===== src/rtl/rssi_pd_pkg.sv =====
package rssi_pd_pkg;

   typedef enum logic [1:0] {
      REG_THRESH  = 2'd0,
      REG_MINDUR  = 2'd1,
      REG_IDLELEN = 2'd2,
      REG_CTRL    = 2'd3
   } reg_sel_e;

   localparam int CTRL_L2_LSB   = 0;
   localparam int CTRL_L2_W     = 3;
   localparam int CTRL_SRST_BIT = 4;

endpackage


===== src/rtl/rssi_pd_regs.sv =====
module rssi_pd_regs
   import rssi_pd_pkg::*;
#(
   parameter int RSSI_W   = 10,
   parameter int MAX_LOG2 = 4,
   parameter int CNT_W    = 16,
   parameter int L2_W     = 3
) (
   input  logic              clk,
   input  logic              rst_n,
   input  logic              cfg_we,
   input  logic [1:0]        cfg_addr,
   input  logic [CNT_W-1:0]  cfg_wdata,
   output logic [RSSI_W-1:0] thresh,
   output logic [CNT_W-1:0]  min_dur,
   output logic [CNT_W-1:0]  idle_len,
   output logic [L2_W-1:0]   log2n,
   output logic              clear
);

   logic [RSSI_W-1:0]    thresh_q;
   logic [CNT_W-1:0]     min_q;
   logic [CNT_W-1:0]     idle_q;
   logic [L2_W-1:0]      l2_q;
   logic [CTRL_L2_W-1:0] wr_field;
   logic [L2_W-1:0]      wr_l2;
   logic                 ctrl_hit;

   assign wr_field = cfg_wdata[CTRL_L2_LSB +: CTRL_L2_W];
   // out-of-range exponent saturates at the deepest supported window
   assign wr_l2    = (wr_field > CTRL_L2_W'(MAX_LOG2)) ? L2_W'(MAX_LOG2)
                                                       : L2_W'(wr_field);
   assign ctrl_hit = cfg_we && (reg_sel_e'(cfg_addr) == REG_CTRL);
   assign clear    = ctrl_hit && (cfg_wdata[CTRL_SRST_BIT] || (wr_l2 != l2_q));

   always_ff @(posedge clk or negedge rst_n) begin
      if (!rst_n) begin
         thresh_q <= '1;
         min_q    <= '0;
         idle_q   <= '0;
         l2_q     <= '0;
      end else if (cfg_we) begin
         unique case (reg_sel_e'(cfg_addr))
            REG_THRESH:  thresh_q <= cfg_wdata[RSSI_W-1:0];
            REG_MINDUR:  min_q    <= cfg_wdata;
            REG_IDLELEN: idle_q   <= cfg_wdata;
            REG_CTRL:    l2_q     <= wr_l2;
            default:     ;
         endcase
      end
   end

   assign thresh   = thresh_q;
   assign min_dur  = min_q;
   assign idle_len = idle_q;
   assign log2n    = l2_q;

endmodule


===== src/rtl/rssi_pd_avg.sv =====
module rssi_pd_avg #(
   parameter int RSSI_W   = 10,
   parameter int MAX_LOG2 = 4,
   parameter int L2_W     = 3,
   parameter int SUM_W    = RSSI_W + MAX_LOG2
) (
   input  logic              clk,
   input  logic              rst_n,
   input  logic              clear,
   input  logic              valid,
   input  logic [RSSI_W-1:0] sample,
   input  logic [L2_W-1:0]   log2n,
   output logic [SUM_W-1:0]  avg_next
);

   localparam int DEPTH  = 1 << MAX_LOG2;
   localparam int IDX_W  = MAX_LOG2;
   localparam int WLEN_W = MAX_LOG2 + 1;

   logic [RSSI_W-1:0] tap [DEPTH];
   logic [WLEN_W-1:0] win_len;
   logic [IDX_W-1:0]  tap_sel;
   logic [SUM_W-1:0]  sum_q;
   logic [SUM_W-1:0]  sum_next;

   // history chain, newest sample in stage 0
   for (genvar i = 0; i < DEPTH; i++) begin : g_stage
      logic [RSSI_W-1:0] d;
      logic [RSSI_W-1:0] q;
      if (i == 0) begin : g_head
         assign d = sample;
      end else begin : g_body
         assign d = tap[i-1];
      end
      always_ff @(posedge clk or negedge rst_n) begin
         if (!rst_n)     q <= '0;
         else if (clear) q <= '0;
         else if (valid) q <= d;
      end
      assign tap[i] = q;
   end

   // the sample that leaves the window is the oldest one inside it
   assign win_len  = WLEN_W'(1) << log2n;
   assign tap_sel  = win_len[IDX_W-1:0] - IDX_W'(1);
   assign sum_next = sum_q + SUM_W'(sample) - SUM_W'(tap[tap_sel]);
   assign avg_next = sum_next >> log2n;

   always_ff @(posedge clk or negedge rst_n) begin
      if (!rst_n)     sum_q <= '0;
      else if (clear) sum_q <= '0;
      else if (valid) sum_q <= sum_next;
   end

endmodule


===== src/rtl/rssi_pd_runlen.sv =====
module rssi_pd_runlen #(
   parameter int CNT_W = 16
) (
   input  logic             clk,
   input  logic             rst_n,
   input  logic             clear,
   input  logic             step,
   input  logic             hit,
   input  logic [CNT_W-1:0] limit,
   output logic             flag
);

   localparam logic [CNT_W-1:0] CNT_MAX = '1;

   logic [CNT_W-1:0] cnt;
   logic             flag_q;

   always_ff @(posedge clk or negedge rst_n) begin
      if (!rst_n) begin
         cnt    <= '0;
         flag_q <= 1'b0;
      end else if (clear) begin
         cnt    <= '0;
         flag_q <= 1'b0;
      end else if (step) begin
         if (hit) begin
            // cnt holds the number of earlier qualifying samples in the run
            flag_q <= (cnt >= limit);
            if (cnt != CNT_MAX) cnt <= cnt + CNT_W'(1);
         end else begin
            cnt    <= '0;
            flag_q <= 1'b0;
         end
      end
   end

   assign flag = flag_q;

endmodule


===== src/rtl/rssi_pkt_detect.sv =====
module rssi_pkt_detect
   import rssi_pd_pkg::*;
#(
   parameter int RSSI_W   = 10,
   parameter int MAX_LOG2 = 4,
   parameter int CNT_W    = 16
) (
   input  logic              clk,
   input  logic              rst_n,
   input  logic [RSSI_W-1:0] rssi_in,
   input  logic              rssi_valid,
   input  logic              tx_active,
   input  logic              rx_active,
   input  logic              cfg_we,
   input  logic [1:0]        cfg_addr,
   input  logic [CNT_W-1:0]  cfg_wdata,
   output logic              pkt_detect,
   output logic              medium_idle
);

   localparam int L2_W  = $clog2(MAX_LOG2 + 1);
   localparam int SUM_W = RSSI_W + MAX_LOG2;

   if (RSSI_W < 2) begin : g_bad_rssi_w
      $error("RSSI_W must be at least 2");
   end
   if (MAX_LOG2 < 1 || MAX_LOG2 > 7) begin : g_bad_log2
      $error("MAX_LOG2 must lie in 1..7");
   end
   if (CNT_W < RSSI_W || CNT_W <= CTRL_SRST_BIT) begin : g_bad_cnt_w
      $error("CNT_W too narrow for the configuration words");
   end

   logic [RSSI_W-1:0] thresh;
   logic [CNT_W-1:0]  min_dur;
   logic [CNT_W-1:0]  idle_len;
   logic [L2_W-1:0]   log2n;
   logic              clear;
   logic [SUM_W-1:0]  avg_next;
   logic              above;
   logic              below;
   logic              idle_flag;

   rssi_pd_regs #(
      .RSSI_W(RSSI_W), .MAX_LOG2(MAX_LOG2), .CNT_W(CNT_W), .L2_W(L2_W)
   ) i_regs (
      .clk(clk), .rst_n(rst_n),
      .cfg_we(cfg_we), .cfg_addr(cfg_addr), .cfg_wdata(cfg_wdata),
      .thresh(thresh), .min_dur(min_dur), .idle_len(idle_len),
      .log2n(log2n), .clear(clear)
   );

   rssi_pd_avg #(
      .RSSI_W(RSSI_W), .MAX_LOG2(MAX_LOG2), .L2_W(L2_W), .SUM_W(SUM_W)
   ) i_avg (
      .clk(clk), .rst_n(rst_n), .clear(clear), .valid(rssi_valid),
      .sample(rssi_in), .log2n(log2n), .avg_next(avg_next)
   );

   assign above = avg_next > SUM_W'(thresh);
   assign below = avg_next < SUM_W'(thresh);

   rssi_pd_runlen #(.CNT_W(CNT_W)) i_det_run (
      .clk(clk), .rst_n(rst_n), .clear(clear), .step(rssi_valid),
      .hit(above), .limit(min_dur), .flag(pkt_detect)
   );

   rssi_pd_runlen #(.CNT_W(CNT_W)) i_idle_run (
      .clk(clk), .rst_n(rst_n), .clear(clear), .step(rssi_valid),
      .hit(below), .limit(idle_len), .flag(idle_flag)
   );

   // local activity means the medium is busy regardless of energy
   assign medium_idle = idle_flag & ~tx_active & ~rx_active;

endmodule


===== config.mk =====
export PLATFORM = sky130hd
export DESIGN_NAME = rssi_pkt_detect
export DESIGN_NICKNAME = d
export VERILOG_FILES = /design/src/rtl/rssi_pd_pkg.sv /design/src/rtl/rssi_pd_regs.sv /design/src/rtl/rssi_pd_avg.sv /design/src/rtl/rssi_pd_runlen.sv /design/src/rtl/rssi_pkt_detect.sv
export SDC_FILE = /design/constraint.sdc
export NUM_CORES = 1
export LEC_CHECK = 0
export BUFFER_PORTS_ARGS = -buffer_cell sky130_fd_sc_hd__buf_2
export CAP_MARGIN = 40
export CORE_MARGIN = 2
export CORE_UTILIZATION = 55
export CTS_BUF_LIST = sky130_fd_sc_hd__clkbuf_16
export DETAILED_ROUTE_END_ITERATION = 10
export PLACE_DENSITY = 0.82
export SYNTH_ARGS = -nofsm -noshare
export SYNTH_HDL_FRONTEND = slang
export SYNTH_SLANG_ARGS = --single-unit

===== constraint.sdc =====
create_clock -name clk -period 8.5 [get_ports clk]
set_input_delay 0.85 -clock clk [delete_from_list [all_inputs] [get_ports clk]]
set_output_delay 0.85 -clock clk [all_outputs]
set_load 0.1 [all_outputs]

# Word level (Yosys, flattened, before mapping)
# Cells that the tools add are included.
[classes]
n_addsub = 5
order_cmp = 6
n_eq_ne = 8
n_shift = 2
n_mux = 52
bitwise = 5
reduce_logical = 11
[op_table]
columns = ["op", "count"]
rows = [
  ["two-way mux 10 bit", 34],
  ["two-way mux 16 bit", 8],
  ["binary-select mux 10 bit (select 4 bit)", 1],
  ["adder 16 x 1 -> 16 bit (second input constant)", 2],
  [">= comparator 16 bit", 2],
  ["inequality test 16 bit (second input constant)", 2],
  ["two-way mux 14 bit", 2],
  ["adder 14 x 10 -> 14 bit", 1],
  ["> comparator 14 x 10 -> 1 bit", 1],
  ["< comparator 14 x 10 -> 1 bit", 1],
  ["right shift 14 x 3 -> 14 bit", 1],
  ["subtractor 14 x 10 -> 14 bit", 1],
  ["AND reduction 2 bit", 6],
  ["two-way mux 1 bit", 6],
  ["inequality test 3 x 2 -> 1 bit (second input constant)", 2],
  [">= comparator 5 bit (second input constant)", 1],
  ["inverter 4 -> 5 bit", 1],
  ["== test 2 bit (second input constant)", 2],
  ["<< shifter 1 x 3 -> 4 bit (first input constant)", 1],
  ["subtractor 4 x 1 -> 4 bit (second input constant)", 1],
  ["> comparator 3 bit (second input constant)", 1],
  ["two-way mux 3 bit", 1],
  ["inequality test 3 bit", 1],
  ["bitwise AND 1 bit", 2],
  ["6 further kinds", 8],
]
[totals]
reg_bits = 253
inputBits = 34
output_inout_bits = 2

# Depth between registers and ports, before layout
[logic_depth]
depth_word = 12
ltp_mapped = 35
ltp_nobuf = 29

# Modules after synthesis
# From an unflattened synthesis, not the netlist that was laid out.
[hier_totals]
cells_unflattened = 1318
area_unflattened_um2 = 14615.3
[by_module_without_submodules]
columns = ["mod", "instances", "cells_per_inst", "area_each_um2", "seq_area_each_um2"]
rows = [
  ["rssi_pd_avg", 1, 827, 9720.6, 4354.2],
  ["rssi_pd_runlen", 2, 165, 1395.1, 425.4],
  ["rssi_pd_regs", 1, 120, 1806.7, 1138.6],
  ["rssi_pkt_detect", 1, 41, 297.8, 0.0],
]

# Least setup slack after synthesis
# Ideal clock, no wire load.
[synth_timing]
path_type = "reg-to-reg"
startpoint = "register i_regs.l2_q[0] (netlist: i_regs.log2n[0])"
endpoint = "register i_det_run.cnt[4]"
arrival_ps = 7663
required_ps = 8356
slack_ps = 693
path_stages_with_launch = 32
synth_period_minus_slack_ps = 7807
path_cell_list = "dfrtp_1 -> clkbuf_1 -> nor3_2 -> buf_2 -> buf_2 -> inv_1 -> ha_1 -> clkbuf_1 -> clkbuf_1 -> mux4_2 -> mux2i_1 -> nand2_1 -> o21ai_0 -> fa_1 -> ha_1 -> a21o_1 -> a21oi_1 -> nand2_1 -> a21o_1 -> a21oi_1 -> xor2_1 -> mux4_2 -> o21ai_0 -> ha_1 -> a2111o_1 -> a221o_1 -> a21oi_1 -> nor2_1 -> a21oi_1 -> o21ai_1 -> o21ai_0 -> o22ai_1"
[synth_between]
elab_chain_len = 12
word_cells_on_any_way = 18
classes_between = "add/sub: 2; order compare: 1; eq/ne: 2; shift: 2; mux: 6; bitwise: 1; reduce/logical: 4"
[synth_lines]
columns = ["item", "line", "rtl"]
rows = [
  ["from (decl)", "rssi_pd_regs.sv:24", "logic [L2_W-1:0] l2_q;"],
  ["from (signal assigned)", "rssi_pd_regs.sv:47", "REG_CTRL: l2_q <= wr_l2;"],
  ["<< shifter 1 x 3 -> 4 bit", "rssi_pd_avg.sv:44", "assign win_len = WLEN_W'(1) << log2n;"],
  ["subtractor 4 x 1 -> 4 bit", "rssi_pd_avg.sv:45", "assign tap_sel = win_len[IDX_W-1:0] - IDX_W'(1);"],
  ["inverter 4 -> 5 bit (implied by the code)", "rssi_pd_avg.sv:46", "assign sum_next = sum_q + SUM_W'(sample) - SUM_W'(tap[tap_sel]);"],
  ["binary-select mux 10 bit (select 4 bit)", "rssi_pd_avg.sv:46", ""],
  ["two-way mux 10 bit (implied by the code) (2 in a row)", "rssi_pd_avg.sv:46", ""],
  ["subtractor 14 x 10 -> 14 bit", "rssi_pd_avg.sv:46", ""],
  ["right shift 14 x 3 -> 14 bit", "rssi_pd_avg.sv:47", "assign avg_next = sum_next >> log2n;"],
  ["> comparator 14 x 10 -> 1 bit", "rssi_pkt_detect.sv:60", "assign above = avg_next > SUM_W'(thresh);"],
  ["two-way mux 16 bit", "rssi_pd_runlen.sv:26", "if (hit) begin"],
  ["two-way mux 16 bit", "rssi_pd_runlen.sv:25", "end else if (step) begin"],
  ["two-way mux 16 bit", "rssi_pd_runlen.sv:22", "end else if (clear) begin"],
  ["to (signal assigned)", "rssi_pd_runlen.sv:29", "if (cnt != CNT_MAX) cnt <= cnt + CNT_W'(1);"],
  ["to (decl)", "rssi_pd_runlen.sv:15", "logic [CNT_W-1:0] cnt;"],
]
# Several ways; a longest one is shown, not always the timed one. The select of a mux whose other input is x is not followed.
# A chain may end at the register's enable or synchronous reset.

# Worst setup path after layout
[layout_timing]
startpoint = "register i_regs.l2_q[2] (netlist: i_regs.log2n[2])"
endpoint = "register i_det_run.cnt[4]"
# The elaborated chain is that of the path after synthesis.

==> flow_summary.json <==
{
  "synth_top_family_by_area": "multiplexers",
  "fin_area_mm2": 0.0157,
  "htree_levels": 1,
  "r2r_setup_slack_ns": 0.65,
  "internal_power_mw": 3.15,
  "final-hold-violation-count": 0,
  "finalCritPeriodShare_pct": 92.3,
  "path_clk_slew_ns": 0.06,
  "antenna_found_initial": 0,
  "cts.sinks": 253,
  "power_frac_comb_pct": 48.5,
  "rsz0062_at_grt": "no",
  "num_rows": 58,
  "syn_area_mm2": 0.0143,
  "synthesis.nets": 1420,
  "fin_nets": 1433,
  "tightest_slew_ns": 0.882,
  "initial_core_util_pct": 56.3,
  "grt_max_degree": 99,
  "p_sw_mw": 2.06,
  "fmaxAchievable_mhz": 127,
  "die_w_um": 165,
  "outcome": "finished clean",
  "layout_common_cells": "dfrtp_1, nor2_1, mux2i_1",
  "fin_ws_ns": 0.651,
  "power.total_mw": 5.21,
  "grt_pass1_vias": 10022,
  "synthCells": 1317,
  "ys_seq_elements": 253,
  "endpoint_kind": "flip-flop",
  "fin_skew_ns": 0.0287,
  "portBuffers": 35,
  "synth_xor_area_share_pct": 1.04,
  "yosys.area_share.simple_pct": 11.9,
  "ioPinCount": 36,
  "setup_viol": 0,
  "ys_types": 68,
  "antenna_cells": 0,
  "async_reset_ff_share_pct": 100,
  "period_minus_slack_ns": 7.85,
  "die-area_mm2": 0.0272,
  "vias_per_cell": 5.97,
  "synth_compound_gate_area_share_pct": 7.94,
  "ir_drop_v": 0.000205,
  "yosysSeqAreaShare_pct": 44.5,
  "met3_usage_pct": 2.77,
  "area_growth_pct": 10.1,
  "die_h_um": 165,
  "power.density_mw_per_mm2": 331,
  "register_area_mm2": 0.00634,
  "slew_violations": 0,
  "fp.coreArea_mm2": 0.0253,
  "post-cts-setup-buffer-count": 0,
  "p_sw_share_pct": 39.5,
  "detail-route-antenna-nets": 0,
  "place_congestion": 0.902,
  "yosys_warnings": 0,
  "wl_mm": 29.7,
  "pre_cts_ws_ns": 0.658,
  "cts_tree": "yes",
  "worstHoldPathType": "in -> async",
  "grtUsageMet2_pct": 38.0,
  "dp_hpwl_mm": 20.1,
  "hold_buffers": 0,
  "cts_root_buf": "clkbuf_16",
  "clock_power_share_pct": 21.9,
  "layout-drive-gt1-share_pct": 15.6,
  "drt_iter0_markers": 746,
  "multiInputGateArea_mm2": 0.00741,
  "synthAdderAreaFrac_pct": 6.58,
  "reg2reg_depth": 27,
  "power.leakage_nw": 7.78,
  "grt_pass1_wl_mm": 50.4,
  "met1_usage_pct": 32.0,
  "cp.required_ns": 8.89,
  "synth_area_per_cell_um2": 10.8,
  "clock_latency_ns": 0.56,
  "ys.flop_type": "dfrtp_1",
  "wire_per_inst_um": 17.7,
  "n_fill_cell": 1922,
  "fin_setup_tns_ns": 0,
  "final_common_cell": "dfrtp_1",
  "overflow": 0,
  "grt-busiest-layer": "met2",
  "drt_first_pass_iters": 5,
  "maxSlewHeadroom_pct": 41.0,
  "detail_route.drc_violations": 0,
  "start_kind": "flip-flop",
  "numCtsBuffers": 28,
  "vias": 10028,
  "synth_edf_count": 0,
  "grtUsageTotal_pct": 22.8,
  "path_class": "reg -> reg",
  "seqPwrFrac_pct": 29.6,
  "synth_mux_area_share_pct": 24.3,
  "cts_resized": 0,
  "path_max_fanout": 27,
  "drv_cap": 0,
  "dpl-instance-area_mm2": 0.0148,
  "clockBufferDepth": 3,
  "critPathArrivalTime_ns": 8.24
}
[power by group through the flow]
stage / clock, mW / combinational [mW] / sequential (mW)
2_1_floorplan: 0 / 1.93 / 1.51
3_3_place_gp: 0 / 2.40 / 1.55
3_5_place_dp: 0 / 2.49 / 1.56
4_1_cts: 1.16 / 2.51 / 1.54
5_1_grt: 1.21 / 2.82 / 1.57
6_report: 1.14 / 2.53 / 1.54
[cell type report]
class | instances | share of cell area, %
clock buffer | 28 | 4.46
clock inverter | 22 | 1.02
inverter | 66 | 1.58
multi-input combinational | 924 | 47.1
sequential | 253 | 40.4
tap | 330 | 2.63
timing repair buffer | 57 | 2.78
[final timing paths]
| path | startpoint | to |
|---|---|---|
| min in group clk | i_regs.idle_len[9] | i_regs.idle_len[9] |
| max | i_regs.log2n[2] | i_det_run.cnt[4] |
| min | rst_n | i_det_run.cnt[14] |
| max reg2reg | i_regs.log2n[2] | i_det_run.cnt[4] |
| max in group asynchronous | rst_n | i_avg.g_stage[11].q[0] |
| min reg2reg | i_regs.idle_len[9] | i_regs.idle_len[9] |
[metrics by stage]
stage                     util [%]  hold slack (ns)  cells
after global placement        58.1            0.489   1624
after detailed placement      58.6            0.494   1630
final                         62.0            0.345   1680
after floorplan                  -            0.479   1317
after CTS                     62.0            0.387   1680
after global routing          62.0            0.409   1680
[layer usage]
metal  wire, um  vias up
met5          0        -
met4        688        0
met3       1350       59
met2      14500      221
met1      13100     5039
li1           -     4709
[worst max-delay path, stage by stage (launching register included)]
cell and delay [ns]:
dfrtp_1 0.42, nand2b_1 0.18, nand2b_1 0.15, ha_2 0.58, buf_12 0.25, mux4_2 0.31
mux4_2 0.50, ha_1 0.28, inv_1 0.05, ha_1 0.17, inv_1 0.06, fa_1 0.39
nand2b_1 0.18, a21oi_1 0.30, nor2b_1 0.12, o21ai_0 0.20, xnor2_1 0.15, mux4_2 0.50
o21ai_0 0.24, ha_1 0.31, a2111o_1 0.43, a221o_1 0.32, a21oi_1 0.27, nor2_1 0.09
a21oi_1 0.21, o21ai_1 0.34, o21ai_0 0.53, o22ai_1 0.13
[logic make-up (layout without fill, tap and decap cells)]
logic type,Yosys count,count (layout)
compound gates,171,171
flops,253,253
simple gates,384,384
fa+ha+maj,69,69
mux,283,283
buf+inv,140,173
xor+xnor,17,17
[sequential cells by signal, indices dropped and copies added (netlist names)]
name / count
i_regs.thresh: 10
i_regs.log2n: 3
i_idle_run.flag: 1
i_avg.g_stage.d: 10
i_idle_run.cnt: 16
i_avg.g_stage.q: 150
i_regs.idle_len: 16
i_avg.sum_q: 14
i_det_run.flag: 1
i_regs.min_dur: 16
i_det_run.cnt: 16
[cell usage after synthesis (6+ instances only)]
cell type	count	area (um^2)
ha_1	59	738
inv_1	66	248
nand2_1	67	251
mux4_2	47	1060
nor2_1	206	773
dfrtp_1	243	6080
xnor2_1	13	114
clkbuf_1	55	206
nand3_1	26	130
fa_1	10	200
nand2b_1	10	62.6
or3_1	6	37.5
nand4_1	10	62.6
a2bb2oi_1	9	78.8
dfstp_2	10	263
nor3_1	14	70.1
buf_2	10	50.1
nor2b_1	6	37.5
a21o_1	14	105
mux2i_1	195	1950
o21ai_0	41	205
mux2_2	41	462
a21oi_1	38	190
a211oi_1	10	75.1
buf_1	8	30.0
o21ai_1	9	45.0
and3_1	16	100
No activity file was read; power rests on OpenSTA's default activity.
